## src/rtl/dsd_pkg.sv

```systemverilog
package dsd_pkg;

    typedef enum logic {
        RX_HOLD = 1'b0,
        RX_RUN  = 1'b1
    } rx_state_e;

    typedef struct packed {
        logic d;
        logic s;
    } ds_pair_t;

endpackage

```

## src/rtl/dsd_edge_capture.sv

```systemverilog
module dsd_edge_capture
    import dsd_pkg::*;
(
    input  logic     clk,
    input  ds_pair_t line_i,
    output ds_pair_t early_o,
    output ds_pair_t late_o
);
    ds_pair_t fall_raw;
    ds_pair_t fall_fab;
    ds_pair_t rise_raw;
    ds_pair_t early_q;
    ds_pair_t late_q;

    // falling-edge capture, then a second fabric stage on the same edge
    always_ff @(negedge clk) begin
        fall_raw <= line_i;
        fall_fab <= fall_raw;
    end

    // rising-edge capture and realignment of both pairs
    always_ff @(posedge clk) begin
        rise_raw <= line_i;
        early_q  <= fall_fab;
        late_q   <= rise_raw;
    end

    assign early_o = early_q;
    assign late_o  = late_q;
endmodule

```

## src/rtl/dsd_enable_ctrl.sv

```systemverilog
module dsd_enable_ctrl
    import dsd_pkg::*;
#(
    parameter int SYNC_STAGES = 2
) (
    input  logic      clk,
    input  logic      en_i,
    output logic      hold_o,
    output rx_state_e state_o
);
    localparam int LAST = SYNC_STAGES - 1;

    logic [LAST:0] sync_q;
    rx_state_e     state_q;
    rx_state_e     state_d;

    generate
        if (SYNC_STAGES > 1) begin : g_chain
            always_ff @(posedge clk or negedge en_i) begin
                if (!en_i) sync_q <= '0;
                else       sync_q <= {sync_q[LAST-1:0], 1'b1};
            end
        end else begin : g_single
            always_ff @(posedge clk or negedge en_i) begin
                if (!en_i) sync_q <= '0;
                else       sync_q <= 1'b1;
            end
        end
    endgenerate

    // state register
    always_ff @(posedge clk or negedge en_i) begin
        if (!en_i) state_q <= RX_HOLD;
        else       state_q <= state_d;
    end

    // transitions: arm (HOLD->RUN), drop (RUN->HOLD)
    always_comb begin
        state_d = state_q;
        unique case (state_q)
            RX_HOLD: if (sync_q[LAST])  state_d = RX_RUN;
            RX_RUN:  if (!sync_q[LAST]) state_d = RX_HOLD;
            default: state_d = RX_HOLD;
        endcase
    end

    // outputs
    always_comb begin
        hold_o = 1'b1;
        unique case (state_q)
            RX_HOLD: hold_o = 1'b1;
            RX_RUN:  hold_o = 1'b0;
            default: hold_o = 1'b1;
        endcase
    end

    assign state_o = state_q;
endmodule

```

## src/rtl/dsd_bit_extract.sv

```systemverilog
module dsd_bit_extract
    import dsd_pkg::*;
#(
    parameter int CNT_W = 3
) (
    input  logic             clk,
    input  logic             hold_i,
    input  ds_pair_t         early_i,
    input  ds_pair_t         late_i,
    output logic [1:0]       bits_o,
    output logic [1:0]       vld_o,
    output logic [CNT_W-1:0] cnt_o
);
    logic             ref_x;
    logic             x_early;
    logic             x_late;
    logic             edge_early;
    logic             edge_late;
    logic [1:0]       bits_q;
    logic [1:0]       vld_q;
    logic [CNT_W-1:0] cnt_q;

    always_comb begin
        x_early    = early_i.d ^ early_i.s;
        x_late     = late_i.d ^ late_i.s;
        edge_early = x_early ^ ref_x;
        edge_late  = x_late ^ x_early;
    end

    always_ff @(posedge clk) begin
        bits_q[0] <= edge_early ? early_i.d : late_i.d;
        bits_q[1] <= late_i.d;
        if (hold_i) begin
            vld_q <= 2'b00;
            ref_x <= 1'b0;
            cnt_q <= '0;
        end else begin
            vld_q <= {edge_early & edge_late, edge_early | edge_late};
            ref_x <= x_late;
            if (edge_early | edge_late) cnt_q <= cnt_q + 1'b1;
        end
    end

    assign bits_o = bits_q;
    assign vld_o  = vld_q;
    assign cnt_o  = cnt_q;
endmodule

```

## src/rtl/ds_dual_rate_decoder.sv

```systemverilog
module ds_dual_rate_decoder
    import dsd_pkg::*;
#(
    parameter int CNT_W       = 3,
    parameter int SYNC_STAGES = 2
) (
    input  logic             rx_clk,
    input  logic             enable,
    input  logic             din,
    input  logic             sin,
    output logic [1:0]       bit_out,
    output logic [1:0]       bit_vld,
    output logic [CNT_W-1:0] act_cnt
);
    ds_pair_t  line;
    ds_pair_t  early;
    ds_pair_t  late;
    logic      hold;
    rx_state_e state;

    assign line = '{d: din, s: sin};

    dsd_edge_capture u_cap (
        .clk     (rx_clk),
        .line_i  (line),
        .early_o (early),
        .late_o  (late)
    );

    dsd_enable_ctrl #(.SYNC_STAGES(SYNC_STAGES)) u_ctrl (
        .clk     (rx_clk),
        .en_i    (enable),
        .hold_o  (hold),
        .state_o (state)
    );

    dsd_bit_extract #(.CNT_W(CNT_W)) u_ext (
        .clk     (rx_clk),
        .hold_i  (hold),
        .early_i (early),
        .late_i  (late),
        .bits_o  (bit_out),
        .vld_o   (bit_vld),
        .cnt_o   (act_cnt)
    );
endmodule

```

## config.mk

```make
export PLATFORM = sky130hd
export DESIGN_NAME = ds_dual_rate_decoder
export DESIGN_NICKNAME = d
export VERILOG_FILES = /design/src/rtl/dsd_pkg.sv /design/src/rtl/dsd_edge_capture.sv /design/src/rtl/dsd_enable_ctrl.sv /design/src/rtl/dsd_bit_extract.sv /design/src/rtl/ds_dual_rate_decoder.sv
export SDC_FILE = /design/constraint.sdc
export NUM_CORES = 1
export LEC_CHECK = 0
export ABC_AREA = 1
export BUFFER_PORTS_ARGS = -buffer_cell sky130_fd_sc_hd__buf_2
export CORE_UTILIZATION = 45
export CTS_CLUSTER_SIZE = 14
export DETAILED_ROUTE_END_ITERATION = 10
export MAX_ROUTING_LAYER = met4
export PLACE_DENSITY = 0.69
export SLEW_MARGIN = 5
export SYNTH_ARGS = -nofsm -noshare
export SYNTH_HDL_FRONTEND = slang
export SYNTH_SLANG_ARGS = --single-unit
```

## constraint.sdc

```tcl
create_clock -name rx_clk -period 1 [get_ports rx_clk]
set_input_delay 0.1 -clock rx_clk [delete_from_list [all_inputs] [get_ports rx_clk]]
set_output_delay 0.1 -clock rx_clk [all_outputs]
set_load 0.01 [all_outputs]
```

After elaboration in Yosys (flattened, before gate mapping)
Index checks and enable logic that the tools add are counted.
Widths: inputs -> output; s select.
{"block": "op_classes", "n_addsub": 1, "muxes": 3, "bitwise_logic": 7}
{"op": "$xor 1x1->1", "n": 4}
{"op": "$add 3x1->3 const B", "n": 1}
{"op": "$mux 1", "n": 2}
{"op": "$pmux 1 s2", "n": 1}
{"op": "$and 1x1->1", "n": 1}
{"op": "$not 1->1", "n": 1}
{"op": "$or 1x1->1", "n": 1}
{"block": "word_totals", "register_bits": 21, "in_bits": 4, "out_inout_bits": 7}

Longest topological paths before layout
{"block": "logic_depth", "ltp_word": 3, "ltp_mapped": 8, "mapped_depth_nobuf": 8}

Modules after synthesis
Synthesis repeated with hierarchy kept, for this count alone.
{"block": "unflattened", "cells_unflattened": 69, "area_unflattened_um2": 678.2}
{"module": "dsd_bit_extract", "instances": 1, "cells_each": 53, "area_each_um2": 391.6, "seq_area_each_um2": 160.2}
{"module": "dsd_edge_capture", "instances": 1, "cells_each": 11, "area_each_um2": 203.9, "seq_area_each_um2": 200.2}
{"module": "dsd_enable_ctrl", "instances": 1, "cells_each": 5, "area_each_um2": 82.6, "seq_area_each_um2": 75.1}

==> summary.txt <==
Critical path
  • Arrival time worst endpoint: 1.23 ns
  • Crit. End Element: register
  • CP max-delay cell: dfxtp_2
  • Reg2Reg Capture Point: u_ext.cnt_o[1]
  • Crit-path max FO: 5
  • Required @ worst endpoint: 1.20 ns
  • Worst setup SP type: register
  • Setup Crit Path Kind: reg -> reg
  • Crit Reg-Reg Startpoint: u_cap.early_o[1]
  • CP peak stage delay: 0.35 ns
  • CP cell instances: inv_2 > nand2_2 > nand3b_1 > nand2_4 > a21oi_1 > nor2_1
  • Reg2reg path depth: 6
  • R2R setup slack: -0.03 ns

Route
  • Via density: between 4 and 5
  • Initial DRC count: 6
  • Antenna viol nets, final: 0
  • Via count: about 470
  • Post-route DRC: 0
  • Total Wirelength: 924 microns
  • First-pass detailed-route iteration total: 4
  • Routed WL per cell: 8.80 microns

Synthesis
  • Post-Syn Area: 672 sq um
  • Seq cells post-synth: 21
  • Mapped Avg Cell Area: 9.88 sq um
  • YS warnings: 0
  • Cell count after synthesis: 68
  • Unique cell type count in the Yosys netlist: 17
  • Post-synthesis sequential area ratio: approximately two thirds
  • Post-synth net total: 73

GRT
  • Vias in the first global route: 420
  • Global-route wire length before repair: 1.48 mm
  • Largest net degree at the start of global routing: 13
  • GRT Residual Overflow: 0
  • GR Util All Layers: 15.1%
  • Initial antenna violation count: 0

Placed design
  • Dpl ws: -0.0499 ns
  • Routability cong.: around 0.65
  • Placed cell area: 748 sq um
  • Port bufs: 10
  • Final HPWL DP: 652 microns

Min path
  • Hold crit path type: in -> async

Flow run
  • Max-cap violations: 0

STA
  • Worst hold slack: 0.117 ns
  • Worst Skew: 0.0549 ns
  • Fin. max-slew vios: 0
  • RSZ-0062 raised after global routing: true
  • Min setup slack post-route: -0.0324 ns
  • Hold Vio Cnt, Final: 0
  • Final setup violation count: 3
  • Fin crit period: 1.03 ns
  • Final critical-path share of the clock period: 103%
  • Maximum clock rate: roughly 0.97 GHz

Floorplanning
  • Initial core utilization: between 40% and 50%
  • IO Count: 11
  • Core box area: 1350 sq um
  • Die Wd: 40.6 microns
  • Die Y: 40.6 microns
  • Row count: 13
  • Die ar.: 1650 sq um

Clock network
  • CTS Buffer Depth: 2
  • Number of buffers created by CTS: 3
  • H-tree depth: 1
  • Skew-Pair Late Insertion Delay: between 0.3 and 0.4 ns
  • Post-CTS Setup Inserts: 0
  • CTS clk-pin slew, worst paths: 0.11 ns
  • CTS sink cnt: 21
  • Clock root cell: clkbuf_4
  • CTS tree: yes

Power
  • VDD IR-drop max: around 1300 uV
  • Leakage Power: 0.433 nW
  • Pwr dens: ~1900 nW/um^2

Layout
  • Layout Nets: between 90 and 100
  • Finished Core Util: 62.9%
  • Antenna diodes: 0
  • Layout cells sized above 1: 38.9%
  • Finished Cell Area: 850 sq um
  • Area grow syn2layout: 26.4%

Status
  • Failing checks: negative setup slack
  • Status: finished with violations
## flip-flops by register name, indices dropped and copies added, names as in the netlist
register,count
u_ext.bits_o,2
u_cap.late_o,2
u_cap.rise_raw,2
u_ctrl.state_o,1
u_cap.fall_fab,2
u_ctrl.sync_q,2
u_ext.ref_x,1
u_cap.fall_raw,2
u_ext.vld_o,2
u_ext.cnt_o,3
u_cap.early_o,2
## layout by cell type (no fill, tap or decap)
cell           Yosys  layout
a21oi_1            4       2
a21oi_2            0       2
buf_2              0      10
buf_4              0       1
clkbuf_1           0       1
clkbuf_4           0       3
conb_1             1       1
dfrtp_1            3       3
dfxtp_1           18      14
dfxtp_2            0       4
dlygate4sd3_1      0       3
ha_1               1       1
inv_1              7       9
inv_2              2       3
nand2_1           14      12
nand2_2            4       7
nand2_4            2       2
nand3_1            3       1
nand3_2            1       3
nand3b_1           1       1
nor2_1             4       4
nor3_1             1       1
o21ai_0            1       1
xor2_1             1       1
## cells in the mapped netlist, drive strengths merged
cell    number  area (sq um)
nor2         4          15.0
nand2       20           100
nor3         1          5.00
nand3        4          25.0
conb         1          3.75
dfxtp       18           360
nand3b       1          7.51
o21ai        1          5.00
dfrtp        3          75.1
ha           1          12.5
inv          9          33.8
a21oi        4          20.0
xor2         1          8.76
## worst max path at each step
stage                                 from              to  cells after the start
after floorplan           u_cap.early_o[0]  u_ext.cnt_o[0]                      7
after global placement    u_cap.early_o[1]  u_ext.cnt_o[0]                      7
after detailed placement  u_cap.early_o[0]  u_ext.cnt_o[2]                      7
after CTS                 u_cap.early_o[1]  u_ext.cnt_o[0]                      7
after global routing      u_cap.early_o[1]  u_ext.cnt_o[1]                      7
final                     u_cap.early_o[1]  u_ext.cnt_o[1]                      6
## repair_timing
| item | CTS | global route |
|---|---|---|
| gates cloned | 1 | 0 |
| gates resized for setup | 6 | 5 |
| hold endpoints to repair | 5 | 0 |
| pin swaps | 3 | 4 |
| endpoints found under the setup margin | 3 | 6 |
| hold buffers | 3 | 0 |
## power breakdown
part	leakage, nW	switching [W]	internal (W)
Sequential	0.186	0.0000323	0.000905
Clock	0.0363	0.000254	0.000176
Combinational	0.210	0.000129	0.0000954
Total	0.433	0.000415	0.00118
## cells by family after synthesis
family          Yosys count  share of synthesized area (%)
flops                    21                           64.8
other cells               1                          0.558
compound gates            5                           3.72
fa+ha+maj                 1                           1.86
xor+xnor                  1                           1.30
buf+inv                   9                           5.03
simple gates             30                           22.7
## worst max-delay path: cells and delay by family (launching register included)
| family | cells | cell delay (ns) |
|---|---|---|
| compound gates | 1 | 0.16 |
| flops | 1 | 0.35 |
| buf+inv | 1 | 0.07 |
| simple gates | 4 | 0.37 |
## routing by layer
metal	track usage (%)	up-vias	wire length (microns)
met1	16.2	207	391
li1	-	251	-
met4	12.5	0	31
met2	22.6	9	473
met5	-	-	0
met3	4.89	4	28
## area by class of cell
class	count	area, sq um
multi-input cells	39	231
fillers	115	500
flip-flops and latches	21	440
repair buffers	14	87.6
inverters	8	30.0
clock inverters	4	15.0
well taps	15	18.8
clock buffers	4	26.3
## stage by stage
| step | TNS (ns) | std cells | power (W) |
|---|---|---|---|
| after floorplan | 0 | 68 | 0.00111 |
| after global placement | -0.00730 | 94 | 0.00117 |
| after detailed placement | -0.142 | 94 | 0.00118 |
| after CTS | -0.109 | 105 | 0.00160 |
| after global routing | -0.460 | 105 | 0.00170 |
| final | -0.0621 | 105 | 0.00159 |
No activity file was read; power rests on OpenSTA's default activity.
